File: src/rtl/pio_timing_pkg.sv
package pio_timing_pkg;

    localparam int NS_W    = 8;
    localparam int RATE_W  = 11;
    localparam int PROD_W  = NS_W + RATE_W;
    localparam int FIELD_W = 6;
    localparam int NPARAM  = 3;
    localparam int RATE_MAX = 1000;
    localparam int NS_PER_US = 1000;

    typedef struct packed {
        logic [NS_W-1:0] setup_ns;
        logic [NS_W-1:0] strobe_ns;
        logic [NS_W-1:0] recover_ns;
        logic            iordy;
    } mode_row_t;

    typedef enum logic [2:0] {
        ST_IDLE, ST_KICK, ST_WAIT, ST_SCALE
    } calc_state_t;

    function automatic mode_row_t mode_row(input logic [2:0] m);
        mode_row_t r;
        case (m)
            3'd1:    r = '{8'd50, 8'd125, 8'd15, 1'b1};
            3'd2:    r = '{8'd30, 8'd100, 8'd10, 1'b1};
            3'd3:    r = '{8'd30, 8'd80,  8'd10, 1'b1};
            3'd4:    r = '{8'd25, 8'd70,  8'd10, 1'b1};
            3'd5:    r = '{8'd15, 8'd65,  8'd10, 1'b0};
            3'd6:    r = '{8'd10, 8'd55,  8'd10, 1'b0};
            default: r = '{8'd70, 8'd165, 8'd20, 1'b1};
        endcase
        return r;
    endfunction

    function automatic logic [1:0] mult_encode(input logic [1:0] halvings);
        case (halvings)
            2'd0:    return 2'd1;
            2'd1:    return 2'd2;
            2'd2:    return 2'd0;
            default: return 2'd3;
        endcase
    endfunction

endpackage

File: src/rtl/pio_ceil_div.sv
module pio_ceil_div #(
    parameter int NUM_W = 19,
    parameter int DEN_W = 11
) (
    input  logic             clk,
    input  logic             rst,
    input  logic             start,
    input  logic [NUM_W-1:0] dividend,
    input  logic [DEN_W-1:0] divisor,
    output logic             done,
    output logic [NUM_W-1:0] quot,
    output logic [DEN_W-1:0] rem
);
    localparam int ACC_W = DEN_W + 1;
    localparam int STEP_W = $clog2(NUM_W + 1);

    logic [NUM_W-1:0]  shq;
    logic [ACC_W-1:0]  acc;
    logic [DEN_W-1:0]  den_q;
    logic [STEP_W-1:0] steps;
    logic              running;
    logic [ACC_W-1:0]  trial;
    logic              fits;

    assign trial = {acc[ACC_W-2:0], shq[NUM_W-1]};
    assign fits  = trial >= ACC_W'(den_q);

    always_ff @(posedge clk) begin
        if (rst) begin
            shq     <= '0;
            acc     <= '0;
            den_q   <= '0;
            steps   <= '0;
            running <= 1'b0;
            done    <= 1'b0;
        end else begin
            done <= 1'b0;
            if (start && !running) begin
                shq     <= dividend;
                acc     <= '0;
                den_q   <= divisor;
                steps   <= STEP_W'(NUM_W);
                running <= 1'b1;
            end else if (running) begin
                acc   <= fits ? trial - ACC_W'(den_q) : trial;
                shq   <= {shq[NUM_W-2:0], fits};
                steps <= steps - 1'b1;
                if (steps == STEP_W'(1)) begin
                    running <= 1'b0;
                    done    <= 1'b1;
                end
            end
        end
    end

    assign quot = shq;
    assign rem  = acc[DEN_W-1:0];


    rem_bound_chk: assert property (@(posedge clk) disable iff (rst)
        done |-> (acc < ACC_W'(den_q)));


    div_pulse_chk: assert property (@(posedge clk) disable iff (rst)
        done |=> !done);

endmodule

File: src/rtl/pio_timing_calc.sv
module pio_timing_calc
    import pio_timing_pkg::*;
(
    input  logic               clk,
    input  logic               rst,
    input  logic               start,
    input  logic [2:0]         mode_sel,
    input  logic [RATE_W-1:0]  clk_per_us,
    output logic               busy,
    output logic               done,
    output logic [1:0]         mult_code,
    output logic [FIELD_W-1:0] setup_cyc,
    output logic [FIELD_W-1:0] strobe_cyc,
    output logic [FIELD_W-1:0] recover_cyc,
    output logic               iordy_en
);
    localparam int IDX_W = $clog2(NPARAM);
    localparam logic [PROD_W-1:0] FIT_LIMIT = PROD_W'(1) << FIELD_W;

    calc_state_t       state;
    mode_row_t         row_q;
    logic [RATE_W-1:0] rate_q;
    logic [IDX_W-1:0]  idx;
    logic [PROD_W-1:0] cnt [NPARAM];
    logic [1:0]        halvings;

    logic              dv_start, dv_done;
    logic [PROD_W-1:0] dv_num, dv_quot;
    logic [RATE_W-1:0] dv_rem;
    logic [NS_W-1:0]   cur_ns;
    logic [PROD_W-1:0] rounded;
    logic [RATE_W-1:0] rate_clamped;

    always_comb begin
        if (clk_per_us == '0)
            rate_clamped = RATE_W'(1);
        else if (clk_per_us > RATE_W'(RATE_MAX))
            rate_clamped = RATE_W'(RATE_MAX);
        else
            rate_clamped = clk_per_us;
    end

    always_comb begin
        case (idx)
            IDX_W'(0): cur_ns = row_q.setup_ns;
            IDX_W'(1): cur_ns = row_q.strobe_ns;
            default:   cur_ns = row_q.recover_ns;
        endcase
    end

    assign dv_start = (state == ST_KICK);
    assign dv_num   = PROD_W'(cur_ns) * PROD_W'(rate_q);
    assign rounded  = dv_quot + PROD_W'(dv_rem != '0);

    pio_ceil_div #(.NUM_W(PROD_W), .DEN_W(RATE_W)) div_i (
        .clk      (clk),
        .rst      (rst),
        .start    (dv_start),
        .dividend (dv_num),
        .divisor  (RATE_W'(NS_PER_US)),
        .done     (dv_done),
        .quot     (dv_quot),
        .rem      (dv_rem)
    );

    always_ff @(posedge clk) begin
        if (rst) begin
            state       <= ST_IDLE;
            row_q       <= '0;
            rate_q      <= '0;
            idx         <= '0;
            halvings    <= '0;
            done        <= 1'b0;
            mult_code   <= '0;
            setup_cyc   <= '0;
            strobe_cyc  <= '0;
            recover_cyc <= '0;
            iordy_en    <= 1'b0;
            for (int i = 0; i < NPARAM; i++) cnt[i] <= '0;
        end else begin
            done <= 1'b0;
            case (state)
                ST_IDLE: if (start) begin
                    row_q    <= mode_row(mode_sel);
                    rate_q   <= rate_clamped;
                    idx      <= '0;
                    halvings <= '0;
                    state    <= ST_KICK;
                end
                ST_KICK: state <= ST_WAIT;
                ST_WAIT: if (dv_done) begin
                    cnt[idx] <= (rounded == '0) ? '0 : rounded - 1'b1;
                    if (idx == IDX_W'(NPARAM - 1)) begin
                        state <= ST_SCALE;
                    end else begin
                        idx   <= idx + 1'b1;
                        state <= ST_KICK;
                    end
                end
                ST_SCALE: if (cnt[1] >= FIT_LIMIT) begin
                    for (int i = 0; i < NPARAM; i++)
                        cnt[i] <= (cnt[i] >> 1) + PROD_W'(cnt[i][0]);
                    if (halvings != 2'd3) halvings <= halvings + 1'b1;
                end else begin
                    setup_cyc   <= cnt[0][FIELD_W-1:0];
                    strobe_cyc  <= cnt[1][FIELD_W-1:0];
                    recover_cyc <= cnt[2][FIELD_W-1:0];
                    mult_code   <= mult_encode(halvings);
                    iordy_en    <= row_q.iordy;
                    done        <= 1'b1;
                    state       <= ST_IDLE;
                end
                default: state <= ST_IDLE;
            endcase
        end
    end

    assign busy = (state != ST_IDLE);


    done_pulse_chk: assert property (@(posedge clk) disable iff (rst)
        done |=> !done);


    field_hold_chk: assert property (@(posedge clk) disable iff (rst)
        !done |-> ($stable(strobe_cyc) && $stable(setup_cyc) && $stable(recover_cyc)
                   && $stable(mult_code) && $stable(iordy_en)));


    busy_entry_chk: assert property (@(posedge clk) disable iff (rst)
        $rose(busy) |-> $past(start));


    fit_chk: assert property (@(posedge clk) disable iff (rst)
        (state == ST_SCALE && halvings == 2'd3) |-> (cnt[1] < FIT_LIMIT));


    rate_range_chk: assert property (@(posedge clk) disable iff (rst)
        busy |-> (rate_q >= RATE_W'(1) && rate_q <= RATE_W'(RATE_MAX)));

endmodule

File: config.mk
export PLATFORM = sky130hd
export DESIGN_NAME = pio_timing_calc
export DESIGN_NICKNAME = d
export VERILOG_FILES = /design/src/rtl/pio_timing_pkg.sv /design/src/rtl/pio_ceil_div.sv /design/src/rtl/pio_timing_calc.sv
export SDC_FILE = /design/constraint.sdc
export NUM_CORES = 1
export LEC_CHECK = 0
export ABC_AREA = 1
export BUFFER_PORTS_ARGS = -buffer_cell sky130_fd_sc_hd__buf_2
export CAP_MARGIN = 10
export CORE_MARGIN = 3
export CORE_UTILIZATION = 28
export CTS_CLUSTER_SIZE = 14
export DETAILED_ROUTE_END_ITERATION = 7
export GPL_ROUTABILITY_DRIVEN = 0
export PLACE_DENSITY_LB_ADDON = 0.1
export SETUP_SLACK_MARGIN = 0.3
export SLEW_MARGIN = 40
export SYNTH_ARGS = -nofsm -noshare
export SYNTH_HDL_FRONTEND = slang
export SYNTH_SLANG_ARGS = --single-unit
export TNS_END_PERCENT = 10
File: constraint.sdc
create_clock -name clk -period 14.5 [get_ports clk]
set_input_delay 2.175 -clock clk [delete_from_list [all_inputs] [get_ports clk]]
set_output_delay 2.175 -clock clk [all_outputs]
set_load 0.05 [all_outputs]
==> metrics <==
die outline area 0.0436 mm²; unique cell type count in the Yosys netlist 47; count of buffers inserted at the top-level ports 39; unrepaired setup endpoints after global routing false; cell breakdown of the critical path inv_1 > ha_1 > nor2_1 > inv_2 > nor2_1 > a31oi_1 > clkinv_1 > nor2_1 > fa_1 > fa_1 > fa_1 > inv_1 > fa_1 > inv_1 > ha_1 > a21oi_1 > a21boi_0 > o21ai_0 > xnor2_1 > nand2_1 > o211ai_1 > inv_1; cell type of the slowest stage on the worst timing path sky130_fd_sc_hd__fa_1; Max-Slew Margin vs Limit 0.494; Post-DP HPWL 24700 µm; Top Ports 40; critical path endpoint category flip-flop; Max Fanout on Critical Path 10; clk slew on worst S/H paths 70 ps; Synth Flop Type sky130_fd_sc_hd__dfxtp_1; total wire length after detailed routing 32100 µm; number of detailed-routing iterations run before antenna repair 5; number of rows created at floorplan 73; Tmin final 5910 ps; synthesized net count 1725; Fin. Hold Viols 0; count of routing violations after the opening detailed-route iteration 527; synthesized area 0.0115 mm²; number of H-tree levels 4; antenna violations before repair 1; number of nets at the end of the flow 1753; static power due to leakage 5.76 nW; vertical extent of the die 209 µm; Max clock buf depth 2; Startpoint Class flip-flop; TritonCTS buffer count 17; period utilisation layout 0.408; Sum Neg Setup Slack 0 ps; detailed-route DRC error count 0; layout overhead on the synthesized area 12.2%; Antenna Diode Count 0; via/cell ratio 4.73; number of instances in the synthesized netlist 1589; chip width 209 µm; number of cells in the design after placement 2123; class of the most critical setup path reg -> reg; outcome finished clean; endpoint arrival time on the critical path 6250 ps; GRT Total Usage 0.152; Slew Limit Fails 0; number of standard cells in the final layout excluding fillers 2155; first-pass GRT wire length 53600 µm; proportion of netlist area held by the largest area contributor 0.162; pin count of the biggest net entering global routing 51; TritonCTS clock tree yes; YS warnings 0; cell class contributing the biggest share of worst-path delay adder cells; ratio of cells with drive above 1 in the final layout 0.0779; sum of internal, switching and leakage power 0.00219 W; Post-CTS Setup Bufs 0; number of gates resized after CTS 0; Worst Max-Slew Pin Slew 754 ps; starting density of the core 0.286; via count 10183; slack of the critical path 8590 ps; clock latency at the later pin of the worst-skew pair 450 ps; Power Dens Cells 170 mW/mm²; total overflow reported by the global router 0; data required time of the worst path 14840 ps; maximum resistive drop on vdd 0.101 mV; syn avg cell area 7.24 µm²; hold buffer count at cts 0; Detail Route Antenna Nets 0; average wire length per cell after detail routing 14.9 µm; area of the core 0.0402 mm²; library cell with the largest summed area after synthesis sky130_fd_sc_hd__dfxtp_1; Area contributors post-synth sky130_fd_sc_hd__dfxtp_1, sky130_fd_sc_hd__edfxtp_1, sky130_fd_sc_hd__nand2_1; FILL cells 4456; #FFs+latches synth 150; f_max 0.169 GHz; classification of the worst-slack hold path reg -> reg; count of flip-flops with a built-in enable after synthesis 57; clock sink count 150; worst path buffer plus inverter count 6; clock root cell sky130_fd_sc_hd__clkbuf_16; sequential element share of the synthesized area 0.311; pre-CTS setup slack 8690 ps; share of flip-flops with an asynchronous set or reset after synthesis 0; final setup vio count 0; highest cell delay on the worst timing path 540 ps; Worst Clk Skew 11.0 ps; via count of the first global-routing pass 10096; max-capacitance violation count 0
## cell usage in the layout, fill, tap and decap left out, types with 5 or more instances in the layout
cell type                   count
sky130_fd_sc_hd__a21oi_1      107
sky130_fd_sc_hd__a31oi_1       14
sky130_fd_sc_hd__buf_2         39
sky130_fd_sc_hd__buf_4         11
sky130_fd_sc_hd__clkbuf_16     17
sky130_fd_sc_hd__clkinv_1       5
sky130_fd_sc_hd__dfxtp_1       93
sky130_fd_sc_hd__edfxtp_1      57
sky130_fd_sc_hd__fa_1          54
sky130_fd_sc_hd__ha_1          65
sky130_fd_sc_hd__inv_1        246
sky130_fd_sc_hd__nand2_1      336
sky130_fd_sc_hd__nand2_2       10
sky130_fd_sc_hd__nand3_1      108
sky130_fd_sc_hd__nand3b_1      12
sky130_fd_sc_hd__nand4_1       33
sky130_fd_sc_hd__nor2_1       168
sky130_fd_sc_hd__nor2_2         9
sky130_fd_sc_hd__nor3_1        20
sky130_fd_sc_hd__nor4_1         7
sky130_fd_sc_hd__o21ai_0       87
sky130_fd_sc_hd__o21ai_1       22
sky130_fd_sc_hd__o21bai_1       5
sky130_fd_sc_hd__or2_2         11
sky130_fd_sc_hd__xnor2_1       14
sky130_fd_sc_hd__xor2_1        21
## layer usage
layer	track usage	vias up	wire length [µm]
met5	0	-	0
met3	0.0218	28	926
met1	0.213	4787	16200
met2	0.243	144	14400
met4	0.0436	0	536
li1	-	5224	-
## state kept, by name (all words and copies together), names as in the netlist, 5 cells and up
signal	flops
cnt	57
div_i.quot	19
row_q	16
div_i.acc	11
rate_q	11
recover_cyc	6
setup_cyc	6
strobe_cyc	6
div_i.steps	5
## final timing paths
path	start	end	slack, ps	cells after the start
worst min-delay path	setup_cyc[4]$_SDFFE_PP0P_	setup_cyc[4]$_SDFFE_PP0P_	440	2
worst max register to register	idx[1]$_SDFFE_PP0P_	div_i.quot[13]$_SDFFE_PP0P_	8590	22
worst max-delay path	idx[1]$_SDFFE_PP0P_	div_i.quot[13]$_SDFFE_PP0P_	8590	22
worst min register to register	setup_cyc[4]$_SDFFE_PP0P_	setup_cyc[4]$_SDFFE_PP0P_	440	2
## cells in the mapped netlist, types with 4 or more instances
library cell and instances:
sky130_fd_sc_hd__nand2_1 336, sky130_fd_sc_hd__inv_1 246, sky130_fd_sc_hd__nor2_1 171, sky130_fd_sc_hd__nand3_1 111, sky130_fd_sc_hd__a21oi_1 107, sky130_fd_sc_hd__dfxtp_1 93
sky130_fd_sc_hd__o21ai_0 87, sky130_fd_sc_hd__ha_1 65, sky130_fd_sc_hd__edfxtp_1 57, sky130_fd_sc_hd__fa_1 54, sky130_fd_sc_hd__nand4_1 33, sky130_fd_sc_hd__clkbuf_1 32
sky130_fd_sc_hd__o21ai_1 23, sky130_fd_sc_hd__xor2_1 21, sky130_fd_sc_hd__nor3_1 20, sky130_fd_sc_hd__a31oi_1 14, sky130_fd_sc_hd__xnor2_1 14, sky130_fd_sc_hd__nand3b_1 12
sky130_fd_sc_hd__or2_2 11, sky130_fd_sc_hd__nand2_2 10, sky130_fd_sc_hd__nor4_1 7, sky130_fd_sc_hd__clkinv_1 6, sky130_fd_sc_hd__nor2_2 6, sky130_fd_sc_hd__buf_2 5
sky130_fd_sc_hd__o21bai_1 5, sky130_fd_sc_hd__a211oi_1 4, sky130_fd_sc_hd__nor2_4 4, sky130_fd_sc_hd__o22ai_1 4
## cells by family after synthesis
family / count (synthesis) / synth area share
simple gates: 729 / 0.278
buf+inv: 296 / 0.0991
compound gates: 260 / 0.121
flops: 150 / 0.311
fa+ha+maj: 119 / 0.165
xor+xnor: 35 / 0.0266
## report_power, final
part / switching, W / internal (W) / leakage (nW)
Sequential: 0.0000497 / 0.000486 / 1.35
Clock: 0.000213 / 0.000282 / 0.308
Combinational: 0.000829 / 0.000334 / 4.11
Total: 0.00109 / 0.00110 / 5.76
## worst min-delay path: cells and delay by family (launching register included)
kind                   cells  cell delay, ps
DFF                        1             300
AOI/OAI and AO/OA          1              50
buffers and inverters      1              40
## stage by stage
stage                     utilization  instance area [µm²]  hold slack [ps]
after detailed placement        0.306                12300              434
after CTS                       0.321                12900              444
after floorplan                     -                11500              441
after global routing            0.321                12900              462
after global placement          0.305                12300              431
final                           0.321                12900              440
## final cells by class
type                    count  area, µm²  area share
multi-input cells        1143       6820       0.528
flip-flops and latches    150       3570       0.277
inverters                 255        957      0.0741
well taps                 525        657      0.0509
clock buffers              18        439      0.0340
repair buffers             50        278      0.0215
clock inverters            14        186      0.0144
Power figures use the tool's default switching activity.
